$ cat src/rtl/sg_pkg.sv
package sg_pkg;
  localparam int DIS_BIT = 0;

  typedef struct packed {
    logic xmove;
    logic cmove;
    logic idle;
    logic pdown;
    logic emu;
  } susp_t;
endpackage

$ cat src/rtl/sg_phase_ctr.sv
module sg_phase_ctr #(
  parameter int OSC_PER_MC = 12,
  localparam int W = $clog2(OSC_PER_MC)
) (
  input  logic         clk,
  input  logic         rst_n,
  output logic         run,
  output logic [W-1:0] phase,
  output logic         mc_last
);
  localparam logic [W-1:0] LAST = W'(OSC_PER_MC - 1);

  always_ff @(posedge clk or negedge rst_n) begin
    if (!rst_n) begin
      run   <= 1'b0;
      phase <= '0;
    end else begin
      run <= 1'b1;
      if (run) phase <= (phase == LAST) ? '0 : phase + 1'b1;
    end
  end

  assign mc_last = run && (phase == LAST);
endmodule

$ cat src/rtl/sg_cycle_class.sv
module sg_cycle_class (
  input  logic clk,
  input  logic rst_n,
  input  logic mc_last,
  input  logic xdata_cycle,
  output logic mc_is_data
);
  always_ff @(posedge clk or negedge rst_n) begin
    if (!rst_n)       mc_is_data <= 1'b0;
    else if (mc_last) mc_is_data <= xdata_cycle;
  end
endmodule

$ cat src/rtl/sg_ale_ctrl.sv
module sg_ale_ctrl
  import sg_pkg::*;
#(
  parameter int CFG_W = 8
) (
  input  logic             clk,
  input  logic             rst_n,
  input  logic             cfg_we,
  input  logic [CFG_W-1:0] cfg_wdata,
  input  susp_t            susp,
  input  logic             ext_exec,
  output logic             dis_eff
);
  logic dis_bit;

  always_ff @(posedge clk or negedge rst_n) begin
    if (!rst_n)      dis_bit <= 1'b0;
    else if (cfg_we) dis_bit <= cfg_wdata[DIS_BIT];
  end

  // Any override condition suspends the stored disable
  assign dis_eff = dis_bit && !(|susp) && !ext_exec;
endmodule

$ cat src/rtl/sg_strobe_gen.sv
module sg_strobe_gen
  import sg_pkg::*;
#(
  parameter int OSC_PER_MC = 12,
  parameter int ALE_W      = 2,
  parameter int CFG_W      = 8
) (
  input  logic             clk,
  input  logic             rst_n,
  input  logic             cfg_we,
  input  logic [CFG_W-1:0] cfg_wdata,
  input  logic             ext_exec,
  input  logic             xdata_cycle,
  input  logic             insn_xmove,
  input  logic             insn_cmove,
  input  logic             idle_mode,
  input  logic             pdown_mode,
  input  logic             emu_mode,
  output logic             ale,
  output logic             prog_rd_n,
  output logic             ale_pullup
);
  localparam int W      = $clog2(OSC_PER_MC);
  localparam int HALF   = OSC_PER_MC / 2;
  localparam int RD_BEG = HALF / 2;

  logic         run, mc_last, mc_is_data, dis_eff;
  logic [W-1:0] phase, hph;
  logic         in_second, ale_win, rd_win;
  susp_t        susp;

  sg_phase_ctr #(.OSC_PER_MC(OSC_PER_MC)) u_ctr (
    .clk(clk), .rst_n(rst_n), .run(run), .phase(phase), .mc_last(mc_last)
  );

  sg_cycle_class u_cls (
    .clk(clk), .rst_n(rst_n), .mc_last(mc_last),
    .xdata_cycle(xdata_cycle), .mc_is_data(mc_is_data)
  );

  assign susp = '{xmove: insn_xmove, cmove: insn_cmove, idle: idle_mode,
                  pdown: pdown_mode, emu: emu_mode};

  sg_ale_ctrl #(.CFG_W(CFG_W)) u_ale (
    .clk(clk), .rst_n(rst_n), .cfg_we(cfg_we), .cfg_wdata(cfg_wdata),
    .susp(susp), .ext_exec(ext_exec), .dis_eff(dis_eff)
  );

  // Phase decode within each half machine cycle
  always_comb begin
    in_second = (phase >= W'(HALF));
    hph       = in_second ? phase - W'(HALF) : phase;
    ale_win   = (hph < W'(ALE_W));
    rd_win    = (hph >= W'(RD_BEG));
  end

  assign ale        = run && ale_win && !(mc_is_data && in_second) && !dis_eff;
  assign prog_rd_n  = !(run && ext_exec && rd_win && !mc_is_data);
  assign ale_pullup = run && dis_eff;
endmodule

$ cat config.mk
export PLATFORM = sky130hd
export DESIGN_NAME = sg_strobe_gen
export DESIGN_NICKNAME = d
export VERILOG_FILES = /design/src/rtl/sg_pkg.sv /design/src/rtl/sg_phase_ctr.sv /design/src/rtl/sg_cycle_class.sv /design/src/rtl/sg_ale_ctrl.sv /design/src/rtl/sg_strobe_gen.sv
export SDC_FILE = /design/constraint.sdc
export NUM_CORES = 1
export LEC_CHECK = 0
export CAP_MARGIN = 20
export CORE_AREA = 4 4 41 43
export CTS_CLUSTER_SIZE = 8
export DETAILED_ROUTE_END_ITERATION = 16
export DIE_AREA = 0 0 45 47
export DONT_BUFFER_PORTS = 1
export GPL_ROUTABILITY_DRIVEN = 1
export HOLD_SLACK_MARGIN = 0.12
export PLACE_DENSITY = 0.55
export SYNTH_ARGS = -nofsm -noshare
export SYNTH_HDL_FRONTEND = slang
export SYNTH_SLANG_ARGS = --single-unit
$ cat constraint.sdc
create_clock -name clk -period 1.7 [get_ports clk]
set_clock_uncertainty 0.1 [all_clocks]
set_input_delay 0.255 -clock clk [delete_from_list [all_inputs] [get_ports clk]]
set_output_delay 0.255 -clock clk [all_outputs]
set_load 0.05 [all_outputs]
==> summary.md, run 1 <==
| Metric | Value |
|---|---|
| Post-route core utilization | 0.4058 |
| Final WL | 841 µm |
| First-pass GRT wire length | 1449 µm |
| Synth Area per Inst | 10.46 µm² |
| Setup WS pre-CTS | 0.01136 ns |
| R2R depth | 2 |
| Status | complete, but fails checks |
| Routed Antenna Nets | 0 |
| Final Setup Violations | 2 |
| Final min period | 1.900 ns |
| Number of global-route vias before repair | 338 |
| Critical path class | reg2out |
| #FFs+latches synth | 7 |
| Leak pwr | 0.2167 nW |
| Worst R2R Start | u_ale.dis_bit |
| Critical path capture point type | primary output |
| Net count, final | 68 |
| Drt drc | 0 |
| Initial Utilization | 0.3135 |
| # Post-CTS Setup Buffers | 0 |
| GRT overflow | 0 |
| DR vias | 308 |
| F_max | 526.3 MHz |
| Width of the die | 45 µm |
| Worst path required time | 1.34 ns |
| Critical path, cell by cell | or4b_4 > nor4_4 > and3b_2 |
| Root buf cell | clkbuf_4 |
| Core footprint | 1301 µm² |
| Combinational Power Share | 0.380 |
| Layout fillers | 133 |
| Syn nets | 59 |
| CP Launch Point | u_ale.dis_bit |
| Sequential area share after synthesis | 0.4294 |
| Final Slew Violations | 0 |
| # H-tree levels | 1 |
| Most frequent cells in the layout | dfrtp_1, o21ai_0, mux2_2, dlygate4sd3_1, clkbuf_4 |
| Worst r2r dst | u_ale.dis_bit |
| Sw Pwr | 291.7 µW |
| 1st-pass router iterations | 3 |
| PortBufs | 0 |
| Largest net degree at the start of global routing | 11 |
| Top cell family by delay on the critical path | simple AND/OR/NAND/NOR gates |
| Crit path setup slack, layout | -0.2000 ns |
| Num CTS Buffers | 3 |
| CTS tree | yes |
| Worst path max stage delay | 0.47 ns |
| Final Power | 763.4 µW |
| Die height | 47 µm |
| Syn. warnings | 0 |
| Unrepaired setup endpoints after global routing | yes |
| Gpl congestion | 0.7041 |
| Non-filler cells, final | 62 |
| Layout cell share with drive strength beyond 1 | 0.3404 |
| Ys async rst share | 1.000 |
| CTS Buffer Depth | 2 |
| Synth-to-layout area growth | 29.45% |
| Post-Place Cells | 54 |
| Reg power frac | 0.431 |
| Max_cap viols | 0 |
| Period utilization | 1.118 |
| Clock Sink Count | 7 |
| Worst Path Max Fanout | 2 |
| R2R setup slack | 0.32 ns |
| DR WL/cell | 13.56 µm |
| Clock Power Share | 0.189 |
| Peak supply drop | 767.4 µV |
| WP buf/inv | 0 |
| Top Ports | 21 |
| Mapped cell area | 407.9 µm² |
| Worst setup path end | ale |
| Worst-Skew Late Latency | 0.24 ns |
| Failing checks | setup timing |
| Die area | 2115 µm² |
| Primary FF master, synth | dfrtp_1 |
| Antenna cells | 0 |
| CP Data Arrival Time | 1.55 ns |
| Crit path launch type | flip-flop |
| Total Routing Usage GR | 0.09888 |
| Worst min path class | in2async |
| PwrDens | 1446 nW/µm² |
| FP Rows | 13 |
| 1st-iter DRT viols | 7 |
| Initial antenna violation count | 0 |
| Pint | 471.7 µW |
| Most common cell after layout, fill and taps aside | dfrtp_1 |
| Slowest CP cell | or4b_4 |
| Sw Share | 0.3821 |
| Mapped Cells | 39 |
| Hpwl dp | 614.9 µm |
| Fin. Hold Viols | 0 |
| Critical path depth in cells | 3 |
| Number of flops mapped to enable cells by yosys | 0 |
| Drt via density | 4.968 |
| Library cells used by synthesis | 21 |
| Worst-path clk slew | 0.05 ns |
[synthesized netlist by cell type, types with 2 or more instances]
cell type	n	area, µm²
nand2_1	2	7.510
nand4b_1	2	17.52
nor2_1	2	7.510
ha_1	2	25.02
mux2_2	4	45.04
o21ai_0	4	20.02
dfrtp_1	7	175.2
clkbuf_1	2	7.510
nand3b_1	2	15.01
[repair_timing]
| action | in CTS | in global routing |
|---|---|---|
| gates resized for setup | 4 | 3 |
| pin swaps | 1 | 2 |
| endpoints found under the hold margin | 9 | 0 |
| hold buffers | 4 | 0 |
| endpoints found under the setup margin | 3 | 3 |
[sequential cells by signal (all words and copies together) (netlist names)]
| register | flops |
|---|---|
| u_ale.dis_bit | 1 |
| u_cls.mc_is_data | 1 |
| u_ctr.phase | 4 |
| u_ctr.run | 1 |
[worst min path at each step]
stage	start	cells past startpoint	slack [ns]	endpoint
global route	rst_n	1	0.25	u_cls.mc_is_data
finish	rst_n	1	0.23	u_cls.mc_is_data
global placement	rst_n	0	-0.14	u_ale.dis_bit
floorplan	rst_n	0	-0.14	u_ale.dis_bit
CTS	rst_n	1	0.23	u_ctr.phase[2]
detailed placement	rst_n	0	-0.14	u_ctr.run
[cells by family after synthesis]
group / after synthesis / synth area share
other: 1 / 0.009194
AND/OR/NAND/NOR: 15 / 0.2608
AO/OA/AOI/OAI: 7 / 0.1012
adder cells (fa/ha/maj): 2 / 0.06134
flip-flops: 7 / 0.4295
buffers and inverters: 3 / 0.02761
multiplexers: 4 / 0.1104
[metal layers]
layer,GRT usage,wire [µm]
met1,0.09579,308
met4,0.08772,11
met2,0.1751,480
met3,0.02299,40
met5,0,0
[metrics by stage]
step,TNS [ns],cell area [µm²],hold slack [ns]
final,-0.3347,528.0,0.2273
after global routing,-0.4807,528.0,0.2541
after CTS,-0.3719,514.2,0.2273
after detailed placement,0,435.4,-0.1405
after global placement,0,435.4,-0.1404
after floorplan,0,409.1,-0.1406
[final cells by class]
type                       instances  area [µm²]  area share
clock buffer                       4       26.28     0.04976
inverter                           1       3.754    0.007109
multi-input combinational         29       244.0      0.4621
sequential                         7       176.4      0.3341
tap                               15       18.77     0.03555
timing repair buffer               6       58.81      0.1114
[power by group through the flow]
stage | registers (mW) | clock network [mW] | logic, mW
3_3_place_gp | 0.307 | 0 | 0.251
4_1_cts | 0.314 | 0.146 | 0.276
3_5_place_dp | 0.314 | 0 | 0.261
6_report | 0.329 | 0.144 | 0.290
2_1_floorplan | 0.272 | 0 | 0.246
5_1_grt | 0.345 | 0.161 | 0.319
[worst register-to-register path, stage by stage, from the launching register on]
cell and delay, ns:
dfrtp_1 0.37, mux2_2 0.25, dlygate4sd3_1 0.55
Note: power is estimated with default switching activity, not from simulation.
==> inputs of run 2 (changes only) <==
--- a/config.mk
+++ b/config.mk
@@ -16,4 +16,5 @@
 export PLACE_DENSITY = 0.55
 export SYNTH_ARGS = -nofsm -noshare
 export SYNTH_HDL_FRONTEND = slang
+export SYNTH_HIERARCHICAL = 1
 export SYNTH_SLANG_ARGS = --single-unit
==> run 2 against run 1 <==
  * The run still ends with setup timing left
  * Total power increased by 10%
  * Register-to-register slack got worse by 0.18 ns
  * Hold slack improved by 0.012 ns
  * Synthesized cell count decreased by 2.6%
  * Global-route usage decreased by 1.2 points
  * Utilization increased by 1.8 points
  * Final cell count increased by 6.5%
  * Sequential power increased by 3%
  * Routed wire length decreased by 4.5%
  * Clock power about the same
  * Setup slack improved by 0.024 ns
  * Combinational power increased by 23%
  * Critical endpoint unchanged
  * Largest cell class unchanged
  * Highest routed layer is now met3
==> summary.md, run 2 <==
| Metric | Value |
|---|---|
| Synth top cells by count | dfrtp_1, nand2_1, nand3b_1, o21ai_0 |
| Fin. Hold Viols | 0 (unchanged) |
| Primary FF master, synth | dfrtp_1 |
| Routed Antenna Nets | 0 (unchanged) |
| Final Power | 841.3 µW (+10%) |
| Most numerous cell in the Yosys netlist | dfrtp_1 |
| Layout cell share with drive strength beyond 1 | 0.4118 (+0.07134) |
| Library cells used by synthesis | 22 (+4.8%) |
| Most frequent cells in the layout | buf_4, dlygate4sd3_1, dfrtp_1 |
| PwrDens | 1525 nW/µm² (+5.5%) |
| Number of flops mapped to enable cells by yosys | 0 (unchanged) |
| Die area | 2115 µm² (unchanged) |
| # H-tree levels | 1 (unchanged) |
| Synth area leaders | dfrtp_1, mux2_4, mux2_2 |
| Reg power frac | 0.403 (-0.028) |
| Leak pwr | 0.2286 nW (+5.5%) |
| 1st-pass router iterations | 2 (-1) |
| Worst-Skew Late Latency | 0.24 ns (about the same) |
| WL met3 | 68 µm (+70%) |
| Met2 wire len | 430 µm (-10%) |
| Width of the die | 45 µm (unchanged) |
| Gpl congestion | 0.6588 (-6.4%) |
| Synth Area per Inst | 10.54 µm² (+0.74%) |
| Final min period | 1.876 ns (-0.02382 ns) |
| Max FFs per register | 4 (unchanged) |
| F_max | 533.0 MHz (+1.3%) |
| Syn nets | 57 (-3.4%) |
| Worst min path class | in2async |
| Number of global-route vias before repair | 310 (-8.3%) |
| CTS tree | yes |
| Area share of the largest cell type after synthesis | 0.4375 (+0.008052) |
| Crit path launch type | flip-flop |
| Drt via density | 4.864 (-2.1%) |
| Clock Sink Count | 7 (unchanged) |
| Final Setup Violations | 2 (unchanged) |
| CP Data Arrival Time | 1.52 ns (-0.03 ns) |
| Top Ports | 21 (unchanged) |
| Hpwl dp | 584 µm (-5.0%) |
| Status | complete, but fails checks |
| Core footprint | 1301 µm² (unchanged) |
| Mapped Cells | 38 (-2.6%) |
| Largest net degree at the start of global routing | 11 (unchanged) |
| Hold slack | 0.2390 ns (+0.01173 ns) |
| Failing checks | setup timing |
| Critical path class | reg2out |
| Synth-to-layout area growth | 37.81% |
| DR vias | 321 (+4.2%) |
| Total Routing Usage GR | 0.08692 (-0.01196) |
| Initial Utilization | 0.3077 (-0.005769) |
| 1st-iter DRT viols | 3 (-4) |
| Num CTS Buffers | 3 (unchanged) |
| #FFs+latches synth | 7 (unchanged) |
| Worst Path Max Fanout | 2 (unchanged) |
| Period utilization | 1.104 (-0.01401) |
| Net count, final | 71 (+4.4%) |
| Peak supply drop | 608.2 µV (-21%) |
| Sequential area share after synthesis | 0.4375 (+0.008052) |
| Most flops, register | u_ctr/phase |
| First-pass GRT wire length | 1248 µm (-14%) |
| Final Slew Violations | 0 (unchanged) |
| Ys async rst share | 1.000 (unchanged) |
| DR top layer | met3 |
| Sw Share | 0.3656 (-0.01655) |
| Sw Pwr | 307.6 µW (+5.4%) |
| Root buf cell | clkbuf_4 |
| Antenna cells | 0 (unchanged) |
| Crit path setup slack, layout | -0.1762 ns (+0.02382 ns) |
| CTS Buffer Depth | 2 (unchanged) |
| Critical path capture point type | primary output |
| Max_cap viols | 0 (unchanged) |
| Most common cell after layout, fill and taps aside | buf_4 |
| Unrepaired setup endpoints after global routing | yes |
| FP Rows | 13 (unchanged) |
| Die height | 47 µm (unchanged) |
| PortBufs | 0 (unchanged) |
| Worst path required time | 1.34 ns (about the same) |
| DR WL/cell | 12.17 µm (-10%) |
| Worst-path clk slew | 0.05 ns (about the same) |
| GRT overflow | 0 (unchanged) |
| Met1 WL | 304 µm (-1.3%) |
| Drt drc | 0 (unchanged) |
| Combinational Power Share | 0.424 (+0.044) |
| Initial antenna violation count | 0 (unchanged) |
| Final WL | 803 µm (-4.5%) |
| Pint | 533.8 µW (+13%) |
| Clock Power Share | 0.174 (-0.015) |
| Area leader, netlist | dfrtp_1 |
| Mapped cell area | 400.4 µm² (-1.8%) |
| Syn. warnings | 6 (+6) |
-- run 2: timing repair --
| item | CTS | global route |
|---|---|---|
| setup endpoints to repair | 2 | 4 |
| hold buffers | 4 | 0 |
| cloned | 0 | 0 |
| resized for setup | 5 | 4 |
| hold endpoints to repair | 9 | 0 |
| buffers inserted | 0 | 4 |
-- run 2: kinds of logic after synthesis --
family,count (synthesis),share of synthesized area
multiplexers,4,0.1312
AO/OA/AOI/OAI,7,0.1187
other,1,0.009366
AND/OR/NAND/NOR,17,0.2625
adder cells (fa/ha/maj),1,0.03125
buffers and inverters,1,0.009366
flip-flops,7,0.4375
-- run 2: power groups by stage --
stage / clock, mW / combinational (mW) / sequential [mW]
after floorplan: 0 / 0.242 / 0.299
after CTS: 0.154 / 0.296 / 0.325
after detailed placement: 0 / 0.273 / 0.327
after global placement: 0 / 0.262 / 0.323
after global routing: 0.163 / 0.395 / 0.359
final: 0.146 / 0.357 / 0.339
-- run 2: cell type report --
cell class	count	area (µm²)
fill	134	749.5
clock buffer	4	26.28
multi-input combinational	30	246.5
timing repair buffer	9	77.57
tap	15	18.77
inverter	1	3.754
sequential	7	178.9
-- run 2: worst paths after layout --
check                              endpoint             start  cells past startpoint  slack (ns)
max reg2reg                u_cls/mc_is_data    u_ctr/phase[0]                      4        0.14
min reg2reg                u_cls/mc_is_data  u_cls/mc_is_data                      1        0.45
min in group clk           u_cls/mc_is_data  u_cls/mc_is_data                      1        0.45
max                                     ale     u_ale/dis_bit                      4       -0.18
max in group asynchronous    u_ctr/phase[3]             rst_n                      1        1.00
min                          u_ctr/phase[0]             rst_n                      1        0.24
-- run 2: metal layers --
metal  vias up  GRT usage
met1       149    0.08645
met5         -          0
met4         0    0.07018
li1        165          -
met2         7     0.1356
met3         0    0.04598
-- run 2: through the flow --
step	utilization	setup slack, ns	setup TNS [ns]	cells	cell area, µm²
floorplan	-	0.01285	0	38	401.6
global placement	0.3288	-0.02476	-0.02476	54	427.9
detailed placement	0.3288	-0.03629	-0.03629	54	427.9
CTS	0.3942	-0.1915	-0.3492	62	513.0
global route	0.4240	-0.2606	-0.4868	66	551.8
finish	0.4240	-0.1762	-0.3251	66	551.8
-- run 2: worst max-delay path, stage by stage, from the launching register on --
cell and delay [ns]:
dfrtp_1 0.34, or4b_4 0.48, nor4_4 0.16, nor2_1 0.06, and3_4 0.24
